**config.mk**
```make
export PLATFORM = sky130hd
export DESIGN_NAME = irq_throttle_ctrl
export DESIGN_NICKNAME = d
export VERILOG_FILES = /design/src/rtl/irq_pkg.sv /design/src/rtl/irq_timer.sv /design/src/rtl/irq_cause_core.sv /design/src/rtl/irq_throttle_ctrl.sv
export SDC_FILE = /design/constraint.sdc
export NUM_CORES = 1
export LEC_CHECK = 0
export BUFFER_PORTS_ARGS = -buffer_cell sky130_fd_sc_hd__buf_2
export CAP_MARGIN = 25
export CORE_MARGIN = 3
export CORE_UTILIZATION = 60
export DETAILED_ROUTE_END_ITERATION = 6
export PLACE_DENSITY = 0.85
export SLEW_MARGIN = 10
export SYNTH_ARGS = -nofsm -noshare
export SYNTH_HDL_FRONTEND = slang
export SYNTH_SLANG_ARGS = --single-unit
```
**constraint.sdc**
```tcl
create_clock -name clk -period 8.5 [get_ports clk]
set_clock_uncertainty 0.15 [all_clocks]
set_input_delay 1.7 -clock clk [delete_from_list [all_inputs] [get_ports clk]]
set_output_delay 1.7 -clock clk [all_outputs]
set_load 0.005 [all_outputs]
```
**src/rtl/irq_pkg.sv**
```systemverilog
package irq_pkg;

    // Register select codes seen on wr_sel
    typedef enum logic [2:0] {
        SEL_MASK     = 3'd0,
        SEL_THROTTLE = 3'd1,
        SEL_RX_PKT   = 3'd2,
        SEL_RX_ABS   = 3'd3,
        SEL_TX_PKT   = 3'd4,
        SEL_TX_ABS   = 3'd5
    } reg_sel_e;

    // Delay timer slots; slot g is written with select SEL_DLY_BASE + g
    localparam int TMR_RX_PKT   = 0;
    localparam int TMR_RX_ABS   = 1;
    localparam int TMR_TX_PKT   = 2;
    localparam int TMR_TX_ABS   = 3;
    localparam int NUM_DLY_TMR  = 4;
    localparam int SEL_DLY_BASE = 2;

    // Throttle decisions taken in one cycle
    typedef struct packed {
        logic post_req;
        logic start_thr;
        logic cancel_thr;
        logic drop_line;
    } thr_ctl_t;

    function automatic logic [2:0] dly_sel(input int idx);
        return 3'(SEL_DLY_BASE + idx);
    endfunction

endpackage

```
**src/rtl/irq_timer.sv**
```systemverilog
module irq_timer #(
    parameter int VAL_W = 16,
    parameter int SCALE = 4
) (
    input  logic             clk,
    input  logic             rst,
    input  logic [VAL_W-1:0] val_i,
    input  logic             start_i,   // load only when idle
    input  logic             reload_i,  // load unconditionally
    input  logic             cancel_i,
    output logic             busy_o,
    output logic             expire_o
);
    localparam int CNT_W = VAL_W + $clog2(SCALE + 1);

    logic [CNT_W-1:0] cnt_q;
    logic [CNT_W-1:0] load_v;

    assign load_v   = CNT_W'(val_i) * CNT_W'(SCALE);
    assign busy_o   = (cnt_q != '0);
    // Driven from the counter only, so a cancel never loops back into it
    assign expire_o = (cnt_q == CNT_W'(1));

    always_ff @(posedge clk) begin
        if (rst) begin
            cnt_q <= '0;
        end else if (cancel_i) begin
            cnt_q <= '0;
        end else if (reload_i || (start_i && !busy_o)) begin
            cnt_q <= load_v;
        end else if (busy_o) begin
            cnt_q <= cnt_q - CNT_W'(1);
        end
    end

endmodule

```
**src/rtl/irq_cause_core.sv**
```systemverilog
module irq_cause_core
    import irq_pkg::*;
#(
    parameter int CAUSE_W = 8,
    parameter int RXT_BIT = 7
) (
    input  logic               clk,
    input  logic               rst,
    input  logic [CAUSE_W-1:0] ext_cause,
    input  logic               ext_now,
    input  logic [CAUSE_W-1:0] int_cause,
    input  logic               icr_rd,
    input  logic               mask_wr,
    input  logic [CAUSE_W-1:0] mask_wdata,
    input  logic               thr_zero,
    input  logic               thr_expire,
    input  logic               rxpkt_busy,
    output logic               start_thr,
    output logic               cancel_thr,
    output logic               cancel_rxpkt,
    output logic [CAUSE_W-1:0] add_vec,
    output logic [CAUSE_W-1:0] mask_q,
    output logic [CAUSE_W:0]   cause_q,
    output logic               irq_o
);
    localparam logic [CAUSE_W-1:0] RXT_MASK = CAUSE_W'(1) << RXT_BIT;

    logic [CAUSE_W-1:0] bits_q, bits_d;
    logic               flag_q, flag_d;
    logic [CAUSE_W-1:0] base_v, merged_v, mask_nxt;
    logic               live, fresh, urgent_in, act, urgent, post_ok;
    thr_ctl_t           ctl;

    always_comb begin
        add_vec   = ext_cause | int_cause;
        base_v    = icr_rd ? '0 : bits_q;
        merged_v  = base_v | add_vec;
        mask_nxt  = mask_wr ? mask_wdata : mask_q;
        live      = |(merged_v & mask_nxt);
        fresh     = |(add_vec & ~base_v);
        urgent_in = ext_now && (|ext_cause);
        act       = (|add_vec) && (fresh || urgent_in);
        urgent    = act && (thr_zero || urgent_in);

        ctl.post_req   = thr_expire || urgent || (mask_wr && live && thr_zero);
        ctl.start_thr  = (act && !urgent) || (mask_wr && live && !thr_zero);
        ctl.drop_line  = mask_wr && !live;
        post_ok        = ctl.post_req && live;
        ctl.cancel_thr = post_ok || urgent || ctl.drop_line;

        cancel_rxpkt = post_ok && rxpkt_busy;
        bits_d       = merged_v | (cancel_rxpkt ? RXT_MASK : '0);

        if (post_ok)
            flag_d = 1'b1;
        else if (ctl.drop_line || icr_rd)
            flag_d = 1'b0;
        else
            flag_d = flag_q;

        start_thr  = ctl.start_thr;
        cancel_thr = ctl.cancel_thr;
    end

    always_ff @(posedge clk) begin
        if (rst) begin
            bits_q <= '0;
            flag_q <= 1'b0;
            mask_q <= '0;
        end else begin
            bits_q <= bits_d;
            flag_q <= flag_d;
            if (mask_wr)
                mask_q <= mask_wdata;
        end
    end

    assign cause_q = {flag_q, bits_q};
    assign irq_o   = flag_q;

endmodule

```
**src/rtl/irq_throttle_ctrl.sv**
```systemverilog
module irq_throttle_ctrl
    import irq_pkg::*;
#(
    parameter int CAUSE_W      = 8,
    parameter int VAL_W        = 16,
    parameter int THR_UNIT_CYC = 4,
    parameter int DLY_TICK_CYC = 2,
    parameter int RXT_BIT      = 7,
    parameter int TXDW_BIT     = 0
) (
    input  logic               clk,
    input  logic               rst,
    input  logic [CAUSE_W-1:0] cause_pulse,
    input  logic               cause_now,
    input  logic               rx_pkt_done,
    input  logic               tx_pkt_done,
    input  logic               wr_en,
    input  logic [2:0]         wr_sel,
    input  logic [VAL_W-1:0]   wr_data,
    input  logic               icr_rd,
    output logic               irq_o,
    output logic [CAUSE_W:0]   cause_q
);
    localparam logic [CAUSE_W-1:0] RXT_MASK  = CAUSE_W'(1) << RXT_BIT;
    localparam logic [CAUSE_W-1:0] TXDW_MASK = CAUSE_W'(1) << TXDW_BIT;

    logic [VAL_W-1:0]       thr_val;
    logic [VAL_W-1:0]       dly_val [NUM_DLY_TMR];
    logic [NUM_DLY_TMR-1:0] dly_start, dly_reload, dly_cancel, dly_busy, dly_exp;
    logic                   thr_start, thr_cancel, thr_busy, thr_exp;
    logic                   cancel_rxpkt, rx_time, tx_time;
    logic [CAUSE_W-1:0]     int_cause, core_add, core_mask;
    logic                   mask_wr;

    assign mask_wr = wr_en && (wr_sel == SEL_MASK);

    // Programmable values
    always_ff @(posedge clk) begin
        if (rst) begin
            thr_val <= '0;
            for (int i = 0; i < NUM_DLY_TMR; i++)
                dly_val[i] <= '0;
        end else if (wr_en) begin
            if (wr_sel == SEL_THROTTLE)
                thr_val <= wr_data;
            for (int i = 0; i < NUM_DLY_TMR; i++)
                if (wr_sel == dly_sel(i))
                    dly_val[i] <= wr_data;
        end
    end

    // Packet completions drive the delay timers
    always_comb begin
        dly_start  = '0;
        dly_reload = '0;
        dly_cancel = '0;
        dly_reload[TMR_RX_PKT] = rx_pkt_done;
        dly_reload[TMR_TX_PKT] = tx_pkt_done;
        dly_start[TMR_RX_ABS]  = rx_pkt_done && (dly_val[TMR_RX_PKT] != '0)
                                 && (dly_val[TMR_RX_ABS] != '0);
        dly_start[TMR_TX_ABS]  = tx_pkt_done && (dly_val[TMR_TX_PKT] != '0)
                                 && (dly_val[TMR_TX_ABS] != '0);
        dly_cancel[TMR_RX_PKT] = cancel_rxpkt;

        rx_time = dly_exp[TMR_RX_PKT] || dly_exp[TMR_RX_ABS] ||
                  (rx_pkt_done && (dly_val[TMR_RX_PKT] == '0));
        tx_time = dly_exp[TMR_TX_PKT] || dly_exp[TMR_TX_ABS] ||
                  (tx_pkt_done && (dly_val[TMR_TX_PKT] == '0));
        int_cause = (rx_time ? RXT_MASK : '0) | (tx_time ? TXDW_MASK : '0);
    end

    for (genvar g = 0; g < NUM_DLY_TMR; g++) begin : g_dly
        irq_timer #(
            .VAL_W (VAL_W),
            .SCALE (DLY_TICK_CYC)
        ) u_tmr (
            .clk      (clk),
            .rst      (rst),
            .val_i    (dly_val[g]),
            .start_i  (dly_start[g]),
            .reload_i (dly_reload[g]),
            .cancel_i (dly_cancel[g]),
            .busy_o   (dly_busy[g]),
            .expire_o (dly_exp[g])
        );
    end

    irq_timer #(
        .VAL_W (VAL_W),
        .SCALE (THR_UNIT_CYC)
    ) u_thr (
        .clk      (clk),
        .rst      (rst),
        .val_i    (thr_val),
        .start_i  (thr_start),
        .reload_i (1'b0),
        .cancel_i (thr_cancel),
        .busy_o   (thr_busy),
        .expire_o (thr_exp)
    );

    irq_cause_core #(
        .CAUSE_W (CAUSE_W),
        .RXT_BIT (RXT_BIT)
    ) u_core (
        .clk          (clk),
        .rst          (rst),
        .ext_cause    (cause_pulse),
        .ext_now      (cause_now),
        .int_cause    (int_cause),
        .icr_rd       (icr_rd),
        .mask_wr      (mask_wr),
        .mask_wdata   (wr_data[CAUSE_W-1:0]),
        .thr_zero     (thr_val == '0),
        .thr_expire   (thr_exp),
        .rxpkt_busy   (dly_busy[TMR_RX_PKT]),
        .start_thr    (thr_start),
        .cancel_thr   (thr_cancel),
        .cancel_rxpkt (cancel_rxpkt),
        .add_vec      (core_add),
        .mask_q       (core_mask),
        .cause_q      (cause_q),
        .irq_o        (irq_o)
    );

endmodule

```
Word-level counts from Yosys, hierarchy flattened
Memories as Yosys holds them, arrays and structs flattened. Index checks and enable logic that the tools add are counted.

Bits in registers: 124. Bits in writable memories: 64. Input port bits: 34. Logic and storage cells: 149. Memories kept: 1.

Add/subtract/negate cells: 5. Eq/ne operators: 10. Muxes and demuxes: 39. Bitwise operators: 11. Reductions and logical operators: 69.

Memory list: dly_val (depth 4, bits a word 16, rd ports 4, clocked after memory_dff 0, wr ports 4, line irq_throttle_ctrl.sv:28) `logic [VAL_W-1:0] dly_val [NUM_DLY_TMR];`.

Operators by type and width (number): 17-bit two-way mux (8); 18-bit by 1-bit == test with 1-bit output (second input constant) (4); 18-bit nonzero test (4); 18-bit by 1-bit subtractor with 18-bit output (second input constant) (4); 16-bit two-way mux (4); 16-bit nonzero test (4); 16-bit zero test (3); 18-bit two-way mux (2); 8-bit two-way mux (4); 8-bit OR reduction (4); 8-bit bitwise OR (3); 1-bit two-way mux (21); 1-bit logical AND (20); 19-bit by 1-bit == test with 1-bit output (second input constant) (1); 19-bit nonzero test (1); 19-bit by 1-bit subtractor with 19-bit output (second input constant) (1); 8-bit AND (2); 1-bit logical OR (12); 2-bit nonzero test (6); 2-bit OR reduction (5); 8-bit inverter (1); 8-bit by 1-bit bitwise OR with 8-bit output (1); 3-bit by 2-bit == test with 1-bit output (second input constant) (2); 3-bit == test (second input constant) (2); other kinds (6) (15).

Longest topological paths before layout
An unclocked memory read counts as a cell.

Word-level depth: 18. Depth in mapped cells: 11. Mapped depth without buffers: 9.

Modules after synthesis
From an unflattened synthesis, not the netlist that was laid out.

Cells, all modules: 977. Area, all modules: 9784.4 um^2.

Modules (own cells, without submodules): irq_throttle_ctrl (times used 1, cells each 253, area each 3382.0 um^2, seq. area each 2242.2 um^2); irq_timer at g_dly[0].u_tmr ... (times used 3, cells each 121, area each 1057.3 um^2, seq. area each 360.3 um^2); irq_timer at g_dly[3].u_tmr (times used 1, cells each 124, area each 1246.2 um^2, seq. area each 360.3 um^2); irq_timer at u_thr (times used 1, cells each 128, area each 1082.3 um^2, seq. area each 380.4 um^2); irq_cause_core (times used 1, cells each 109, area each 902.1 um^2, seq. area each 340.3 um^2).

Worst setup path after synthesis
No wires, ideal clock.

Path kind: input port to flip-flop. Start point: input wr_sel[2]. End point: register g_dly[0].u_tmr.cnt_q[12]. Library setup time: 65 ps. Arrival time: 3964 ps. Path slack: 4321 ps. Stages on the path: 11. Path buffers: 3. Cell sequence: nor4b_1 > clkbuf_1 > mux2i_1 > o22ai_1 > nor3_1 > o221ai_1 > a31o_1 > a31o_2 > buf_2 > buf_2 > nor2_1.

Longest elaborated chain between the ends: 11.

Ends and longest elaborated chain: from (decl) (line irq_throttle_ctrl.sv:18) `input logic [2:0] wr_sel,`; 3-bit zero test * (line irq_throttle_ctrl.sv:35) `assign mask_wr = wr_en && (wr_sel == SEL_MASK);`; 1-bit logical AND * (line irq_throttle_ctrl.sv:35); 8-bit two-way mux; 8-bit AND (line irq_cause_core.sv:39) `live = |(merged_v & mask_nxt);`; 8-bit OR reduction (line irq_cause_core.sv:39); 1-bit logical AND (2 in series) (line irq_cause_core.sv:45) `ctl.post_req = thr_expire || urgent || (mask_wr && live && thr_zero);`; 1-bit logical OR (line irq_cause_core.sv:45); 1-bit logical AND * (line irq_cause_core.sv:48) `post_ok = ctl.post_req && live;`; 1-bit logical AND * (line irq_cause_core.sv:51) `cancel_rxpkt = post_ok && rxpkt_busy;`; 2-bit OR reduction (no line) *; to (signal assigned) (line irq_timer.sv:30) `cnt_q <= load_v;`; to (signal assigned) (line irq_timer.sv:32) `cnt_q <= cnt_q - CNT_W'(1);`; to (decl) (line irq_timer.sv:16) `logic [CNT_W-1:0] cnt_q;`.

Mark *: on every way between the ends. The rest lies on a longest branch, timed or not. A chain may end at the register's enable or synchronous reset.

Worst setup path in the final report
Start point: input wr_sel[2]. End point: register u_thr.cnt_q[2].

Longest elaborated chain between the ends: 12. Elaborated cells on any way between the ends: 19. Classes of those cells: mux: 2; bitwise: 1; reduce/logical: 16.

Ends and longest elaborated chain: 3-bit zero test * (line irq_throttle_ctrl.sv:35); 1-bit logical AND * (line irq_throttle_ctrl.sv:35); 8-bit two-way mux; 8-bit AND (line irq_cause_core.sv:39); 8-bit OR reduction (line irq_cause_core.sv:39); 1-bit logical AND (line irq_cause_core.sv:45, irq_cause_core.sv:46); 1-bit logical AND (line irq_cause_core.sv:45); 1-bit logical OR (line irq_cause_core.sv:45); 1-bit logical AND (line irq_cause_core.sv:48); 1-bit logical OR (2 in series) (line irq_cause_core.sv:49) `ctl.cancel_thr = post_ok || urgent || ctl.drop_line;`; 2-bit OR reduction (no line); to (signal assigned) (line irq_timer.sv:30); to (signal assigned) (line irq_timer.sv:32); to (decl) (line irq_timer.sv:16).

Marks and branches as above.

==> summary.txt <==
Outcome
  – Outcome: completed

Worst setup path
  – Worst path required time: about 8.6 ns
  – Critical path arrival: approximately 4.8 ns
  – Top delay family on crit path: compound AO/OA/AOI/OAI gates
  – Worst path cell trace: buf_2 > nor4b_2 > mux2i_1 > o22ai_1 > nor3_1 > o221ai_2 > o21ai_1 > a221o_1 > a21oi_1
  – WP buf/inv: 1
  – Critical Path Start: wr_sel[2]
  – Largest stage delay on the critical path: 0.87 ns
  – FF-to-FF Start: u_thr.cnt_q[2]
  – Crit Path Class: input port to flip-flop
  – Slowest cell on the critical path: nor4b_2
  – CP Max Fanout: 19
  – CP Capture Type: flip-flop
  – Worst Setup Start Kind: input port

Timing
  – Hold slack final: approximately 0.33 ns
  – Final setup fails: 0
  – Max-slew violations: 0
  – Setup_tns: 0 ns
  – Unrepaired setup endpoints after global routing: no
  – Relative slew slack: between 30% and 40%
  – Tmin final: 4.63 ns
  – Upper clock frequency limit: approximately 0.22 GHz
  – Final Hold Viols: 0
  – Post-route clock period utilization: between 50% and 60%
  – Worst Tran Pin Value: between 1 and 1.5 ns

Global routing
  – Largest net degree at the start of global routing: between 100 and 150
  – Antenna violations before repair: 0
  – GRT Resource Usage Total: between 20% and 30%
  – Total congestion overflow: 0
  – Vias in the first global route: around 6600
  – First-pass GRT wire length: roughly 34000 µm

Clock network
  – Cts repair resizes: 0
  – Total clock buffers created by CTS: 17
  – Clock Path Buffers: 2
  – Worst-path clk slew: 0.07 ns
  – Hold buffers post-CTS: 0
  – Clock Latency Late Sink: between 0.4 and 0.5 ns
  – Root buf cell: clkbuf_16
  – H-tree depth: 4
  – CTS tree: built
  – CTS Sinks: approximately 190
  – Post-CTS setup buffers: 0

Route
  – Routed Wire Length: about 21000 µm
  – Antenna-violating nets left: 0
  – First DRT Iteration DRCs: about 590
  – DR pass1 iterations: 5
  – Post-DR vias/cell: about 6.1
  – Vias: ~7000
  – Drt wl/cell: around 18 µm
  – # DRC: 0

Synthesis
  – Async S/R FF share, synth: 0%
  – Synth top area share: between 20% and 30%
  – Mapped Cells: about 950
  – Mapped Area: ~0.0090 mm²
  – Prevailing post-synth register cell: dfxtp_1
  – Most numerous cell in the Yosys netlist: dfxtp_1
  – Synth Net Count: just under 1000
  – Synth unique cells: 71
  – Post-synth EDFFs: between 60 and 70
  – Synth warn: 0
  – Top cells by area, synth: dfxtp_1 28%, edfxtp_1 21%, nor2_1 4.6%
  – FF+latch count, synth: 188
  – Mean Syn Cell Area: about 9.5 µm²
  – Seq/Total Area, Yosys: between 40% and 50%
  – Post-synth top cells: 124 x dfxtp_1, 110 x nor2_1, 74 x a21oi_1, 69 x nand2_1, 64 x edfxtp_1
  – Area leader, netlist: dfxtp_1

Worst hold path
  – Hold Path Class: flip-flop to flip-flop
  – Min-delay src: u_thr.cnt_q[18]

Die
  – Die width: 128 µm
  – Die area: ~0.016 mm²
  – Die Span Y: approximately 130 µm
  – Rows: 44
  – Core box area: 0.0146 mm²
  – Initial Utilization: a little over 60%
  – I/O pin total: 44

Power and ir drop
  – Peak supply drop: 196 µV
  – Leakage: around 3.6 nW
  – Pwr dens: slightly above 300 mW/mm²

Place
  – Hpwl dp: between 10000 and 15000 µm
  – Port bufs: 43
  – Placer congestion estimate: 0.885
  – Post-DP Area: about 0.009 mm²

Layout
  – Finished Cell Area: 0.00982 mm²
  – Share of layout cells above drive strength 1: between 10% and 20%
  – Diode count: 0
  – # fillers: about 1100
  – Nets: between 1000 and 1500
  – Layout area overhead: 9.64%

Job
  – MaxCap Viol Count: 0
## stage by stage
step	worst slack (ns)	instances	power (mW)	util (%)
detailed placement	3.54	1134	2.25	63.4
floorplan	4.32	946	2.05	-
global route	3.62	1167	3.21	67.3
finish	3.87	1167	3.02	67.3
global placement	3.66	1133	2.23	63.4
CTS	3.93	1166	3.02	67.3
## final cells by class
type                    instances  area (µm²)  share of cell area, %
multi-input cells             695        4300                   43.8
clock buffers                  19         443                   4.51
well taps                     184         230                   2.34
clock inverters                13         120                   1.22
repair buffers                 48         248                   2.52
flip-flops and latches        188        4400                   44.8
inverters                      20        75.1                  0.764
## report_power, final
part | leakage (nW) | internal (mW) | switching (mW)
Clock | 0.269 | 0.413 | 0.345
Sequential | 1.63 | 1.07 | 0.131
Combinational | 1.71 | 0.447 | 0.621
Total | 3.61 | 1.93 | 1.10
## tightest hold or removal path, delay by kind of cell (launching register included)
family | cells | cell delay [ns]
DFF | 1 | 0.32
AOI/OAI and AO/OA | 1 | 0.05
and+or+nand+nor | 1 | 0.06
## cells by family (layout without fill, tap and decap cells)
kind of cell / count (synthesis) / after routing / share of synthesized area, %
compound gates: 180 / 180 / 13.2
xor+xnor: 64 / 64 / 6.26
buf+inv: 63 / 100 / 2.96
fa+ha+maj: 15 / 15 / 2.09
simple gates: 423 / 423 / 24.8
mux: 13 / 13 / 1.47
flops: 188 / 188 / 49.2
## sequential cells by signal, indices dropped and copies added (netlist names)
name and cells:
dly_val 64, u_core.irq_o 1, u_core.mask_q 8, g_dly.u_tmr.cnt_q 72
u_thr.cnt_q 19, thr_val 16, u_core.bits_q 8
## layout by cell type, fill, tap and decap left out, drive strengths merged, types with 6 or more instances in the layout
cell and instances:
or4 9, nand2 69, clkinv 10, nand2b 6, a211oi 14, nand4 9
and2 62, nor2 110, o21ai 14, ha 15, nor3 40, edfxtp 64
nor4 49, xnor2 39, dfxtp 124, a22oi 17, buf 48, xor2 25
o211ai 16, nand3 17, clkbuf 19, nor2b 6, a21oi 84, inv 19
mux2i 12, or3 20
## path summary, 6_finish.rpt
kind                     endpoint  slack [ns]  cells past startpoint
setup / recovery   u_thr.cnt_q[2]        3.87                      9
hold / removal    u_thr.cnt_q[18]        0.33                      2
setup reg to reg  u_thr.cnt_q[14]        4.97                      8
hold reg to reg   u_thr.cnt_q[18]        0.33                      2
## per-layer routing
metal  track usage (%)  vias up  routed length [µm]
met2              41.1      284                9700
li1                  -     3454                   -
met3              6.46       37                1820
met5                 0        -                   0
met4              8.74        0                 488
met1              36.0     3373                8930
(Power assumes the default switching activity.)
